**src/rtl/rdm_pkg.sv**
```systemverilog
package rdm_pkg;
  typedef enum logic [1:0] {
    ADDR_DIV    = 2'd0,
    ADDR_PRESEL = 2'd1,
    ADDR_TRIG   = 2'd2
  } rdm_addr_e;

  localparam int TRG_MAIN = 0;
  localparam int TRG_PRE  = 1;
  localparam int TRG_N    = 2;
endpackage

```
**src/rtl/rdm_trigger.sv**
```systemverilog
module rdm_trigger #(
  parameter int MIN_BUSY = 4
) (
  input  logic clk,
  input  logic rst,
  input  logic gate_en,
  input  logic req,
  input  logic boundary,
  output logic busy,
  output logic commit
);
  localparam int CW = (MIN_BUSY > 1) ? $clog2(MIN_BUSY) : 1;
  localparam logic [CW-1:0] LAST = CW'(MIN_BUSY - 1);

  logic [CW-1:0] cnt;

  assign commit = busy && (cnt == LAST) && boundary;

  always_ff @(posedge clk) begin
    if (rst) begin
      busy <= 1'b0;
      cnt  <= '0;
    end else if (!busy) begin
      if (req && gate_en) begin
        busy <= 1'b1;
        cnt  <= '0;
      end
    end else if (commit) begin
      busy <= 1'b0;
    end else if (cnt != LAST) begin
      cnt <= cnt + 1'b1;
    end
  end

  // gate off means the request is dropped
  p_gate_ignored_r9: assert property (@(posedge clk) disable iff (rst)
    (!busy && req && !gate_en) |=> !busy);
  // an accepted request raises busy
  p_start_busy_r6: assert property (@(posedge clk) disable iff (rst)
    (!busy && req && gate_en) |=> busy);
  // busy only falls once the minimum count is reached
  p_min_busy_r6: assert property (@(posedge clk) disable iff (rst)
    $fell(busy) |-> ($past(cnt) == LAST));
endmodule

```
**src/rtl/rdm_prediv.sv**
```systemverilog
module rdm_prediv #(
  parameter int NPAR  = 3,
  parameter int SEL_W = 2,
  parameter int PRE_W = 4
) (
  input  logic             clk,
  input  logic             rst,
  input  logic [NPAR-1:0]  par_stb,
  input  logic [SEL_W-1:0] sel,
  input  logic [PRE_W-1:0] pre,
  input  logic             clr,
  output logic             sel_valid,
  output logic             pre_hit
);
  localparam int SEL_N = 1 << SEL_W;

  logic [SEL_N-1:0] padded;
  logic [PRE_W-1:0] pcnt;
  logic             sel_stb;

  always_comb begin
    padded = '0;
    padded[NPAR-1:0] = par_stb;
  end

  assign sel_valid = (int'(sel) < NPAR);
  assign sel_stb   = sel_valid && padded[sel];
  assign pre_hit   = sel_stb && (pcnt == pre);

  always_ff @(posedge clk) begin
    if (rst || clr)   pcnt <= '0;
    else if (pre_hit) pcnt <= '0;
    else if (sel_stb) pcnt <= pcnt + 1'b1;
  end

  // the strobe counter never passes the active pre-divider value
  p_count_bound_r4: assert property (@(posedge clk) disable iff (rst)
    pcnt <= pre);
endmodule

```
**src/rtl/rdm_fracdiv.sv**
```systemverilog
module rdm_fracdiv #(
  parameter int INT_W  = 8,
  parameter int FRAC_W = 4
) (
  input  logic                    clk,
  input  logic                    rst,
  input  logic                    tick,
  input  logic [INT_W+FRAC_W-1:0] div_field,
  input  logic                    clr,
  output logic                    emit,
  output logic                    out_stb
);
  localparam int DIV_W = INT_W + FRAC_W;
  localparam int ACC_W = DIV_W + 2;
  localparam logic [ACC_W-1:0] STEP = ACC_W'(1 << FRAC_W);

  logic [ACC_W-1:0] acc;
  logic [ACC_W-1:0] dscaled;
  logic [ACC_W-1:0] sum;

  assign dscaled = ACC_W'(div_field) + STEP;
  assign sum     = acc + STEP;
  assign emit    = tick && (sum >= dscaled);

  always_ff @(posedge clk) begin
    if (rst) begin
      acc     <= '0;
      out_stb <= 1'b0;
    end else begin
      out_stb <= emit;
      if (clr)       acc <= '0;
      else if (tick) acc <= emit ? (sum - dscaled) : sum;
    end
  end

  // the phase always stays below the scaled divisor
  p_phase_bound_r5: assert property (@(posedge clk) disable iff (rst)
    acc < dscaled);
  // a tick whose phase reaches the divisor yields a strobe
  p_emit_strobe_r5: assert property (@(posedge clk) disable iff (rst)
    (tick && (sum >= dscaled)) |=> out_stb);
endmodule

```
**src/rtl/rate_divmux.sv**
```systemverilog
module rate_divmux
  import rdm_pkg::*;
#(
  parameter int NPAR     = 3,
  parameter int SEL_W    = 2,
  parameter int PRE_W    = 4,
  parameter int INT_W    = 8,
  parameter int FRAC_W   = 4,
  parameter int MIN_BUSY = 4
) (
  input  logic                    clk,
  input  logic                    rst,
  input  logic                    gate_en,
  input  logic [NPAR-1:0]         par_stb,
  input  logic                    wr_en,
  input  logic [1:0]              wr_addr,
  input  logic [INT_W+FRAC_W-1:0] wr_data,
  output logic                    out_stb,
  output logic                    main_busy,
  output logic                    pre_busy,
  output logic [INT_W+FRAC_W-1:0] act_div,
  output logic [PRE_W-1:0]        act_pre,
  output logic [SEL_W-1:0]        act_sel
);
  localparam int DIV_W = INT_W + FRAC_W;
  localparam logic [SEL_W-1:0] SEL_RST = {SEL_W{1'b1}};

  logic [DIV_W-1:0] stg_div;
  logic [PRE_W-1:0] stg_pre;
  logic [SEL_W-1:0] stg_sel;

  logic sel_valid, pre_hit, emit;
  logic [TRG_N-1:0] trg_req, trg_bnd, trg_busy, trg_commit;

  // staging registers
  always_ff @(posedge clk) begin
    if (rst) begin
      stg_div <= '0;
      stg_pre <= '0;
      stg_sel <= SEL_RST;
    end else if (wr_en) begin
      if (wr_addr == ADDR_DIV) stg_div <= wr_data;
      if (wr_addr == ADDR_PRESEL) begin
        stg_pre <= wr_data[PRE_W-1:0];
        stg_sel <= wr_data[PRE_W +: SEL_W];
      end
    end
  end

  // trigger requests and commit boundaries
  always_comb begin
    trg_req[TRG_MAIN] = wr_en && (wr_addr == ADDR_TRIG) && wr_data[TRG_MAIN];
    trg_req[TRG_PRE]  = wr_en && (wr_addr == ADDR_TRIG) && wr_data[TRG_PRE];
    trg_bnd[TRG_MAIN] = emit || !sel_valid;
    trg_bnd[TRG_PRE]  = pre_hit || !sel_valid;
  end

  for (genvar g = 0; g < TRG_N; g++) begin : g_trig
    rdm_trigger #(.MIN_BUSY(MIN_BUSY)) u_trig (
      .clk     (clk),
      .rst     (rst),
      .gate_en (gate_en),
      .req     (trg_req[g]),
      .boundary(trg_bnd[g]),
      .busy    (trg_busy[g]),
      .commit  (trg_commit[g])
    );
  end

  assign main_busy = trg_busy[TRG_MAIN];
  assign pre_busy  = trg_busy[TRG_PRE];

  // active registers
  always_ff @(posedge clk) begin
    if (rst) begin
      act_div <= '0;
      act_pre <= '0;
      act_sel <= SEL_RST;
    end else begin
      if (trg_commit[TRG_MAIN]) act_div <= stg_div;
      if (trg_commit[TRG_PRE]) begin
        act_pre <= stg_pre;
        act_sel <= stg_sel;
      end
    end
  end

  rdm_prediv #(.NPAR(NPAR), .SEL_W(SEL_W), .PRE_W(PRE_W)) u_pre (
    .clk      (clk),
    .rst      (rst),
    .par_stb  (par_stb),
    .sel      (act_sel),
    .pre      (act_pre),
    .clr      (trg_commit[TRG_PRE]),
    .sel_valid(sel_valid),
    .pre_hit  (pre_hit)
  );

  rdm_fracdiv #(.INT_W(INT_W), .FRAC_W(FRAC_W)) u_frac (
    .clk      (clk),
    .rst      (rst),
    .tick     (pre_hit),
    .div_field(act_div),
    .clr      (trg_commit[TRG_MAIN] && !sel_valid),
    .emit     (emit),
    .out_stb  (out_stb)
  );

  // no parent selected means no output strobe
  p_dead_sel_r2: assert property (@(posedge clk) disable iff (rst)
    !sel_valid |=> !out_stb);
  // active main field only moves through its trigger
  p_div_hold_r7: assert property (@(posedge clk) disable iff (rst)
    !main_busy |=> $stable(act_div));
  // selector and pre-divider only move through the pre-trigger
  p_presel_hold_r7: assert property (@(posedge clk) disable iff (rst)
    !pre_busy |=> $stable({act_pre, act_sel}));
  // a main commit on a valid parent coincides with an output strobe
  p_main_bound_r8: assert property (@(posedge clk) disable iff (rst)
    ($fell(main_busy) && $past(sel_valid)) |-> out_stb);
endmodule

```
**config.mk**
```make
export PLATFORM = sky130hd
export DESIGN_NAME = rate_divmux
export DESIGN_NICKNAME = d
export VERILOG_FILES = /design/src/rtl/rdm_pkg.sv /design/src/rtl/rdm_trigger.sv /design/src/rtl/rdm_prediv.sv /design/src/rtl/rdm_fracdiv.sv /design/src/rtl/rate_divmux.sv
export SDC_FILE = /design/constraint.sdc
export NUM_CORES = 1
export LEC_CHECK = 0
export CORE_MARGIN = 5
export CORE_UTILIZATION = 45
export CTS_CLUSTER_DIAMETER = 100
export CTS_CLUSTER_SIZE = 12
export DETAILED_ROUTE_END_ITERATION = 8
export DONT_BUFFER_PORTS = 1
export PLACE_DENSITY = 0.66
export SETUP_SLACK_MARGIN = 0.3
export SLEW_MARGIN = 15
export SYNTH_ARGS = -nofsm -noshare
export SYNTH_HDL_FRONTEND = slang
export SYNTH_SLANG_ARGS = --single-unit
```
**constraint.sdc**
```tcl
create_clock -name clk -period 2.8 [get_ports clk]
set_input_delay 0.56 -clock clk [delete_from_list [all_inputs] [get_ports clk]]
set_output_delay 0.56 -clock clk [all_outputs]
set_load 0.02 [all_outputs]
```
* Word-level counts from Yosys, hierarchy flattened
Cells that the tools add are included.
Operators by class: multiplexer cells 17, eq/ne operators 11, add/subtract/negate cells 6, $lt $le $gt $ge 3, reduce and logical (&&, ||, !) cells 26
Operators by type and width (count):
- 2-bit two-way mux | 8
- 14-bit by 5-bit adder with 14-bit output (second input constant) | 1
- 14-bit greater-or-equal comparator | 1
- 14-bit two-way mux | 1
- 14-bit subtractor | 1
- 12-bit by 5-bit adder with 13-bit output (second input constant) | 1
- 1-bit logical AND | 13
- 2-bit inequality test (second input constant) | 6
- 1-bit two-way mux | 7
- 2-bit equality test (second input constant) | 3
- 3-bit AND reduction | 2
- 2-bit by 1-bit adder with 2-bit output (second input constant) | 2
- 4-bit by 1-bit adder with 4-bit output (second input constant) | 1
- 4-bit equality test | 1
- 2-bit AND reduction | 2
- 2-bit nonzero test | 2
- 2-bit OR reduction | 2
- 1-bit logical OR | 3
- 2-bit by 3-bit less-than comparator with 1-bit output (second input constant) | 1
- 1-bit binary-select mux with 2-bit select | 1
- 2-bit by 1-bit equality test with 1-bit output (second input constant) | 1
- 2-bit zero test | 1
- 2-bit less-than comparator (second input constant) | 1
- 1-bit zero test | 1
Storage, ports and cells: output and inout bits 21, input port bits 21, register bits after elaboration 61, word-level logic and storage cells 76

* Longest topological paths before layout
Gate-level depths: netlist of run 1.
depth in word-level cells 9, depth in mapped cells 14, depth with buffers taken out 12

* By module
Synthesis of run 1 repeated with hierarchy kept, for this count alone.
Unflattened totals: cell total of the unflattened synthesis 392, area, all modules 3678.5 µm²
Modules (own cells, without submodules):
- rdm_fracdiv | area each 1566.5 µm², sequential area each 300.3 µm², instances 1, cells each 189
- rate_divmux | area each 1480.2 µm², sequential area each 720.7 µm², instances 1, cells each 142
- rdm_trigger | area each 172.7 µm², sequential area each 60.1 µm², instances 2, cells each 15
- rdm_prediv | area each 286.5 µm², sequential area each 80.1 µm², instances 1, cells each 31

* Least setup slack after synthesis of run 1
No wires, ideal clock.
kind reg2reg, start point register act_div[4], end point register act_div[11], stages on the path, launching flop included 14, period minus slack after synthesis 2.992 ns, buffers on the path 2, library setup time 0.130 ns, arrival 2.862 ns, data required time 2.670 ns, slack -0.192 ns, cells stage by stage dfxtp_1 inv_1 nor4_1 nand2_1 xnor2_1 ha_1 nand4_2 or3_1 a21oi_2 o21a_4 buf_12 buf_12 mux2i_1 o311ai_1
On the way: longest elaborated chain between the ends 5
RTL lines:
- start, declared | RTL line rate_divmux.sv:21 | output logic [INT_W+FRAC_W-1:0] act_div,
- start signal, assigned | RTL line rate_divmux.sv:80 | if (trg_commit[TRG_MAIN]) act_div <= stg_div;
- 12-bit by 5-bit adder with 13-bit output | RTL line rdm_fracdiv.sv:21 | assign dscaled = ACC_W'(div_field) + STEP;
- 14-bit greater-or-equal comparator | RTL line rdm_fracdiv.sv:23 | assign emit = tick && (sum >= dscaled);
- 1-bit logical AND | RTL line rdm_fracdiv.sv:23
- 1-bit logical OR | RTL line rate_divmux.sv:54 | trg_bnd[TRG_MAIN] = emit || !sel_valid;
- 1-bit logical AND | RTL line rdm_trigger.sv:17 | assign commit = busy && (cnt == LAST) && boundary;
No other way between the ends. A chain may end at the register's enable or synchronous reset.

* Worst setup path in the final report of run 1
start point register act_div[5], end point register act_div[4]
Same word-level chain as after synthesis.

==> reports/results.ini, run 1 <==
[timing]
maxSlewViolCount = 0
slew_headroom_pct = 61.94
finalHoldViolCount = 0
fin_ws_ps = 27.27
fmax_ghz = 0.3607
rsz0062_at_grt = yes
whs_ps = 275.1
skew_ps = 6.897
tns_ps = 0
worst_slew_pin_slew_ps = 570.8
setup_viol_count_final = 0
period_needed_ps = 2773
fin_crit_sh_pct = 99.03

[logic_synthesis]
synth_top_family_by_area = simple AND/OR/NAND/NOR gates
ys_seq_elements = 61
syn_area_um2 = 3759
synth_most_common_cell = dfxtp_1
synth_flop_cell = dfxtp_1
synth-edff-count = 0
ys_warn_count = 0
ys_seq_area_share_pct = 32.49
synth_largest_area_cell = dfxtp_1
yosys-top-cells-area = dfxtp_1 32%, mux2i_1 11%, ha_1 6.0%
async_reset_ff_share_pct = 0
syn_inst = 424
synthDistinctLibCells = 59
netlist_top_cells_count = 61 x dfxtp_1, 42 x nor2_1, 40 x mux2i_1
synthMuxAreaShare_pct = 10.95
synthSimpleGateAreaFrac_pct = 22.47
synth_top_cell_area_share_pct = 32.49
synth_compound_area_share_pct = 14.25
syn_nets = 464
synthXorXnorAreaFrac_pct = 7.190
synthAdderAreaFrac_pct = 6.525
postSynthAreaPerCell_um2 = 8.865

[critical_path]
critPathKind = reg2reg
r2r_cells = 12
slowest_stage = ha_2
start_kind = register
cpPeakStageDelay_ps = 400
cp.arrival_ps = 3000
required_ps = 3030
critPathCaptureType = register
worst-path-max-fanout = 8
path_cells = buf_4 -> ha_1 -> nand3_1 -> xnor2_1 -> ha_2 -> nand4_4 -> or3_4 -> a21oi_4 -> o21a_4 -> buf_6 -> mux2i_1 -> o311ai_1

[global_route]
grt_pass1_wl_mm = 15.08
grt-ovfl-total = 0
antenna_found_initial = 0
grt_usage_pct = 18.35
grt_start_max_net_pins = 82
grt_pass1_vias = 3150

[route]
drt_iter0_markers = 162
route.detailed.drc = 0
drt-vias-per-instance = 5.668
drt-total-wl_mm = 9.245
wire_per_inst_um = 16.05
vias = 3265
ant_nets = 0
first_pass_iters = 4

[pwr]
vdd_ir_drop_max_v = 0.0003327
p_leak_nw = 1.814
power_frac_seq_pct = 48.6
p_int_mw = 1.426
clkPwrFrac_pct = 49.2
pwr-share-comb_pct = 2.2
power_density_nw_per_um2 = 391.0
switchingPower_mw = 0.3930
power_switching_share_pct = 21.60

[clock_network]
cts_made_buffers = 9
root_buffer = clkbuf_8
worstSkewPairLatency_ps = 350
cts_max_path_buffers = 2
cts_max_level = 3
cts.clk_slew.worst_paths_ps = 70
clkSinkCount = 61
cts_tree = done

[floorplanning]
core_um2 = 8175
fp.dieArea_um2 = 10280
die_y_um = 101.4
die-width_um = 101.4
io_pins = 42
initial_core_util_pct = 45.97
rows = 33

[worst_hold_path]
hold_depth = 1
worstHoldPathType = in2reg

[placement]
gp_congestion = 0.8611
place_inst = 542
pre_cts_ws_ps = -4.186
place_hpwl_mm = 6.321
port_buffers = 0

[cells_and_area]
diodes = 0
nets = 506
final_cells = 576
nFillCells = 716
layout-drive-gt1-share_pct = 26.54
syn_to_final_growth_pct = 23.77

[flow_run]
maxCapViolCount = 0

[outcome]
status = finished clean

-- logic make-up (layout without fill, tap and decap cells) --
group / count (synthesis) / after routing
simple gates: 148 / 149
compound gates: 77 / 79
flops: 61 / 61
buf+inv: 48 / 92
mux: 41 / 41
xor+xnor: 30 / 30
fa+ha+maj: 19 / 19
-- final timing paths --
check,from,endpoint,slack [ps]
worst min register to register,stg_sel[0]$_SDFFE_PP1P_,act_sel[0]$_SDFFE_PP1P_,470
worst max-delay path,act_div[5]$_SDFFE_PP0P_,act_div[4]$_SDFFE_PP0P_,30
worst max register to register,act_div[5]$_SDFFE_PP0P_,act_div[4]$_SDFFE_PP0P_,30
worst min-delay path,rst,stg_pre[0]$_SDFFE_PP0P_,280
-- per-stage QoR --
stage	instance area, um^2	total power, mW	utilization [%]
floorplan	3781	0.9487	-
global placement	4055	0.9426	49.60
detailed placement	4055	0.9441	49.60
CTS	4477	1.829	54.76
global route	4652	1.878	56.90
finish	4652	1.819	56.90
-- worst max-delay path: cells and delay by family, from the launching register on --
family / cells / cell delay, ps
AO/OA/AOI/OAI: 3 / 550
XOR/XNOR: 1 / 160
adder cells (fa/ha/maj): 2 / 560
buffers and inverters: 2 / 220
flip-flops: 1 / 360
multiplexers: 1 / 180
AND/OR/NAND/NOR: 3 / 620
-- flip-flops by register name (all words and copies together), names as in the netlist --
signal,cells
act_sel,2
u_frac.out_stb,1
act_div,12
stg_pre,4
stg_div,12
g_trig.u_trig.busy,2
stg_sel,2
act_pre,4
g_trig.u_trig.cnt,4
u_frac.acc,14
u_pre.pcnt,4
-- power groups by stage --
stage,Combinational (mW),Clock (mW),Sequential (mW)
floorplan,0.0478,0,0.901
global placement,0.0391,0,0.904
detailed placement,0.0402,0,0.904
CTS,0.0408,0.904,0.884
global route,0.0446,0.949,0.885
finish,0.0403,0.895,0.884
-- timing repair --
| action | CTS | global route |
|---|---|---|
| hold buffers | 0 | 0 |
| buffers inserted | 10 | 5 |
| resized for setup | 23 | 32 |
| gates cloned | 3 | 0 |
| endpoints found under the setup margin | 28 | 28 |
| pin swaps | 16 | 27 |
-- final cells by class --
cell class / count / area, um^2 / area share (%)
clock buffer: 11 / 141.4 / 3.039
clock inverter: 5 / 82.58 / 1.775
inverter: 23 / 91.34 / 1.963
multi-input combinational: 318 / 2546 / 54.73
sequential: 61 / 1235 / 26.55
tap: 105 / 131.4 / 2.824
timing repair buffer: 53 / 424.2 / 9.118
-- layout by cell type, fill, tap and decap left out, types with 8 or more instances in the layout --
master / n
nand2_1: 14
xnor2_1: 17
xor2_1: 8
buf_4: 46
mux2i_1: 40
a21oi_1: 14
nor3_1: 14
dfxtp_1: 56
clkbuf_8: 10
nor2_1: 39
o311ai_1: 8
nor3b_1: 13
nand4b_1: 14
o21ai_0: 13
ha_1: 16
nand3_1: 9
inv_1: 20
-- routing by layer --
metal  vias up  GRT usage [%]  routed length, um
li1       1621              -                  -
met1      1558          22.74               4110
met2        74          31.19               4569
met3        12          4.545                422
met4         0          6.033                143
met5         -              0                  0
Note: power is estimated with default switching activity, not from simulation.
==> run 2, diff against run 1 <==
--- a/config.mk
+++ b/config.mk
@@ -11,7 +11,7 @@
 export CTS_CLUSTER_SIZE = 12
 export DETAILED_ROUTE_END_ITERATION = 8
 export DONT_BUFFER_PORTS = 1
-export PLACE_DENSITY = 0.66
+export PLACE_DENSITY = 0.64
 export SETUP_SLACK_MARGIN = 0.3
 export SLEW_MARGIN = 15
 export SYNTH_ARGS = -nofsm -noshare
==> constraint.sdc (replaced) <==
create_clock -name clk -period 2.65 [get_ports clk]
set_input_delay 0.53 -clock clk [delete_from_list [all_inputs] [get_ports clk]]
set_output_delay 0.53 -clock clk [all_outputs]
set_load 0.02 [all_outputs]
==> run 2 against run 1 <==
  * The flow now finishes with violations (setup timing)
  * Non-clock buffer count increased by 13
  * Critical endpoint is now act_div[10]$_SDFFE_PP0P_
  * Core utilization down 0.18 points
  * Sequential power increased by 5.7%
  * Die area stayed put
  * Clock-buffer cell count stayed put
  * Highest routed layer unchanged
  * Combinational power up 5.7%
  * Worst setup slack got worse by 70 ps
  * Register-to-register slack worse by 70 ps
  * Final area shrank 0.32%
  * Power is 2.1% higher
  * Largest power group is now registers
==> reports/results.ini, run 2 (same netlist as run 1, synthesis figures left out) <==
[outcome]
status = finished with violations  ; was finished clean
violations = setup timing

[clock_network]
cts_made_buffers = 9  ; unchanged
cts_max_path_buffers = 2  ; unchanged
root_buffer = clkbuf_8  ; unchanged
clkSinkCount = 61  ; unchanged
cts_tree = done  ; unchanged
cts_max_level = 3  ; unchanged
cts.clk_slew.worst_paths_ps = 70  ; about the same
hold_buffers = 0  ; unchanged
worstSkewPairLatency_ps = 340  ; was 350 ps

[floorplanning]
io_pins = 42  ; unchanged
initial_core_util_pct = 45.97  ; unchanged
die-width_um = 101.4  ; unchanged
fp.dieArea_um2 = 10280  ; unchanged
core_um2 = 8175  ; unchanged
die_y_um = 101.4  ; unchanged
rows = 33  ; unchanged

[placement]
gp_congestion = 0.8324  ; was 0.8611
place_inst = 557  ; was 542
place_hpwl_mm = 6.357  ; was 6.321 mm
place_area_um2 = 4168  ; was 4055 um^2
port_buffers = 0  ; unchanged

[critical_path]
cp.arrival_ps = 2970  ; was 3000 ps
critPathCaptureType = register  ; unchanged
worst-path-max-fanout = 8  ; unchanged
critPathKind = reg2reg  ; unchanged
start_kind = register  ; unchanged
r2r_cells = 12  ; unchanged
r2r-end = act_div[10]$_SDFFE_PP0P_  ; was act_div[4]$_SDFFE_PP0P_
r2r_start = act_div[5]$_SDFFE_PP0P_  ; unchanged
rrSetupSlack_ps = -40  ; was 30 ps
required_ps = 2930  ; was 3030 ps

[route]
vias = 3232  ; was 3,265
first_pass_iters = 4  ; unchanged
drt_iter0_markers = 116  ; was 162
drt-vias-per-instance = 5.506  ; was 5.668
drt-total-wl_mm = 8.987  ; was 9.245 mm
wire_per_inst_um = 15.31  ; was 16.05 um
ant_nets = 0  ; unchanged
route.detailed.drc = 0  ; unchanged

[cells_and_area]
syn_to_final_growth_pct = 23.37  ; was 23.77%
fin_util_pct = 56.72  ; was 56.90%
final_cell_mix = 58 x buf_4, 55 x dfxtp_1, 40 x nor2_1  ; was 56 x dfxtp_1, 46 x buf_4, 40 x mux2i_1
top_register = u_frac.acc  ; unchanged
nFillCells = 731  ; was 716
final_cells = 587  ; was 576
stdcell_area_um2 = 4637  ; was 4652 um^2
layout_commonest_cell = buf_4  ; was dfxtp_1
largest_register_ffs = 14  ; unchanged
layout-drive-gt1-share_pct = 26.76  ; was 26.54%
diodes = 0  ; unchanged
nets = 517  ; was 506
top_regs = u_frac.acc x14, act_div x12, stg_div x12  ; unchanged

[flow_run]
maxCapViolCount = 0  ; unchanged

[pwr]
switchingPower_mw = 0.4175  ; was 0.3930 mW
power_frac_seq_pct = 50.3  ; was 48.6%
vdd_ir_drop_max_v = 0.0003102  ; was 0.0003327 V
power_switching_share_pct = 22.48  ; was 21.60%
p_leak_nw = 1.821  ; was 1.814 nW
p_int_mw = 1.440  ; was 1.426 mW
pwr-share-comb_pct = 2.3  ; was 2.2%
clkPwrFrac_pct = 47.4  ; was 49.2%
power_density_nw_per_um2 = 400.5  ; was 391.0 nW/um^2

[timing]
worst_slew_pin_slew_ps = 571.3  ; was 570.8 ps
period_needed_ps = 2693  ; was 2773 ps
rsz0062_at_grt = yes  ; unchanged
fin_ws_ps = -43.21  ; was 27.27 ps
fin_crit_sh_pct = 101.6  ; was 99.03%
slew_headroom_pct = 61.91  ; was 61.94%
tns_ps = -318.5  ; was 0 ps
maxSlewViolCount = 0  ; unchanged
setup_viol_count_final = 19  ; was 0
whs_ps = 253.2  ; was 275.1 ps
finalHoldViolCount = 0  ; unchanged
fmax_ghz = 0.3713  ; was 0.3607 GHz
skew_ps = 7.508  ; was 6.897 ps

[worst_hold_path]
hold_start = rst  ; unchanged
worstHoldPathType = in2reg  ; unchanged
hold_depth = 1  ; unchanged
holdPathEnd = g_trig[1].u_trig.cnt[1]$_SDFFE_PP0P_  ; was stg_pre[0]$_SDFFE_PP0P_

[global_route]
antenna_found_initial = 0  ; unchanged
grt_start_max_net_pins = 82  ; unchanged
grt_usage_pct = 18.26  ; was 18.35%
grt-ovfl-total = 0  ; unchanged
grt_pass1_wl_mm = 15.07  ; was 15.08 mm
grt_pass1_vias = 3150  ; unchanged

==> run 2: cell count changes in the layout (fill, tap and decap cells not counted), moves of 2 or more <==
cell	previous run	this run
a21oi_1	14	16
a21oi_4	3	1
buf_4	46	58
buf_6	7	5
clkbuf_16	0	2
o311ai_0	2	0
o311ai_1	8	10
xnor2_1	17	20
xnor2_2	4	1
==> run 2: worst max path at each step <==
| stage | startpoint | end | slack [ps] | depth (start not counted) |
|---|---|---|---|---|
| floorplan | act_div[6]$_SDFFE_PP0P_ | act_div[11]$_SDFFE_PP0P_ | -100 | 13 |
| global placement | act_div[5]$_SDFFE_PP0P_ | act_div[5]$_SDFFE_PP0P_ | -90 | 11 |
| detailed placement | act_div[5]$_SDFFE_PP0P_ | act_div[5]$_SDFFE_PP0P_ | -130 | 11 |
| CTS | act_div[6]$_SDFFE_PP0P_ | act_div[8]$_SDFFE_PP0P_ | -40 | 12 |
| global route | act_div[6]$_SDFFE_PP0P_ | act_div[3]$_SDFFE_PP0P_ | -270 | 12 |
| finish | act_div[5]$_SDFFE_PP0P_ | act_div[10]$_SDFFE_PP0P_ | -40 | 12 |
==> run 2: critical path, stage by stage, from the launching register on <==
cell and delay (ps):
dfxtp_4 360, buf_4 110, ha_2 160, nand3_1 110, nor3_1 200, buf_4 160, nand3_1 90, ha_1 350
a21oi_2 160, nand2_2 80, o21a_4 280, or4b_1 470, nand4_1 100
==> run 2: timing repair <==
item | in CTS | in global routing
pin swaps | 16 | 5
gates resized for setup | 27 | 13
setup buffers | 8 | 4
endpoints found under the setup margin | 28 | 30
cloned | 1 | 1
endpoints found under the hold margin | 0 | 0
==> run 2: stage by stage <==
| stage | total power [mW] | setup slack, ps |
|---|---|---|
| final | 1.857 | -43.21 |
| after global routing | 1.923 | -273.5 |
| after CTS | 1.872 | -41.12 |
| after detailed placement | 0.9974 | -132.2 |
| after global placement | 0.9960 | -92.33 |
| after floorplan | 1.002 | -98.61 |
==> run 2: final cells by class <==
| cell class | count | area [um^2] | share of cell area (%) |
|---|---|---|---|
| tap | 105 | 131.4 | 2.833 |
| timing repair buffer | 66 | 551.8 | 11.90 |
| clock inverter | 5 | 56.30 | 1.214 |
| multi-input combinational | 316 | 2420 | 52.19 |
| inverter | 23 | 88.84 | 1.916 |
| clock buffer | 11 | 152.6 | 3.292 |
| sequential | 61 | 1236 | 26.66 |
==> run 2: routing by layer <==
layer / vias up / share of wire, % / track usage [%]
li1: 1644 / - / -
met1: 1530 / 47 / 23.98
met4: 0 / 1.4 / 6.339
met3: 11 / 3.3 / 3.512
met5: - / 0 / 0
met2: 47 / 48 / 29.98
==> run 2: power by group through the flow <==
stage | Combinational, mW | Clock (mW) | Sequential [mW]
floorplan | 0.0505 | 0 | 0.952
CTS | 0.0430 | 0.896 | 0.934
global route | 0.0485 | 0.940 | 0.935
finish | 0.0426 | 0.881 | 0.934
global placement | 0.0414 | 0 | 0.955
detailed placement | 0.0425 | 0 | 0.955
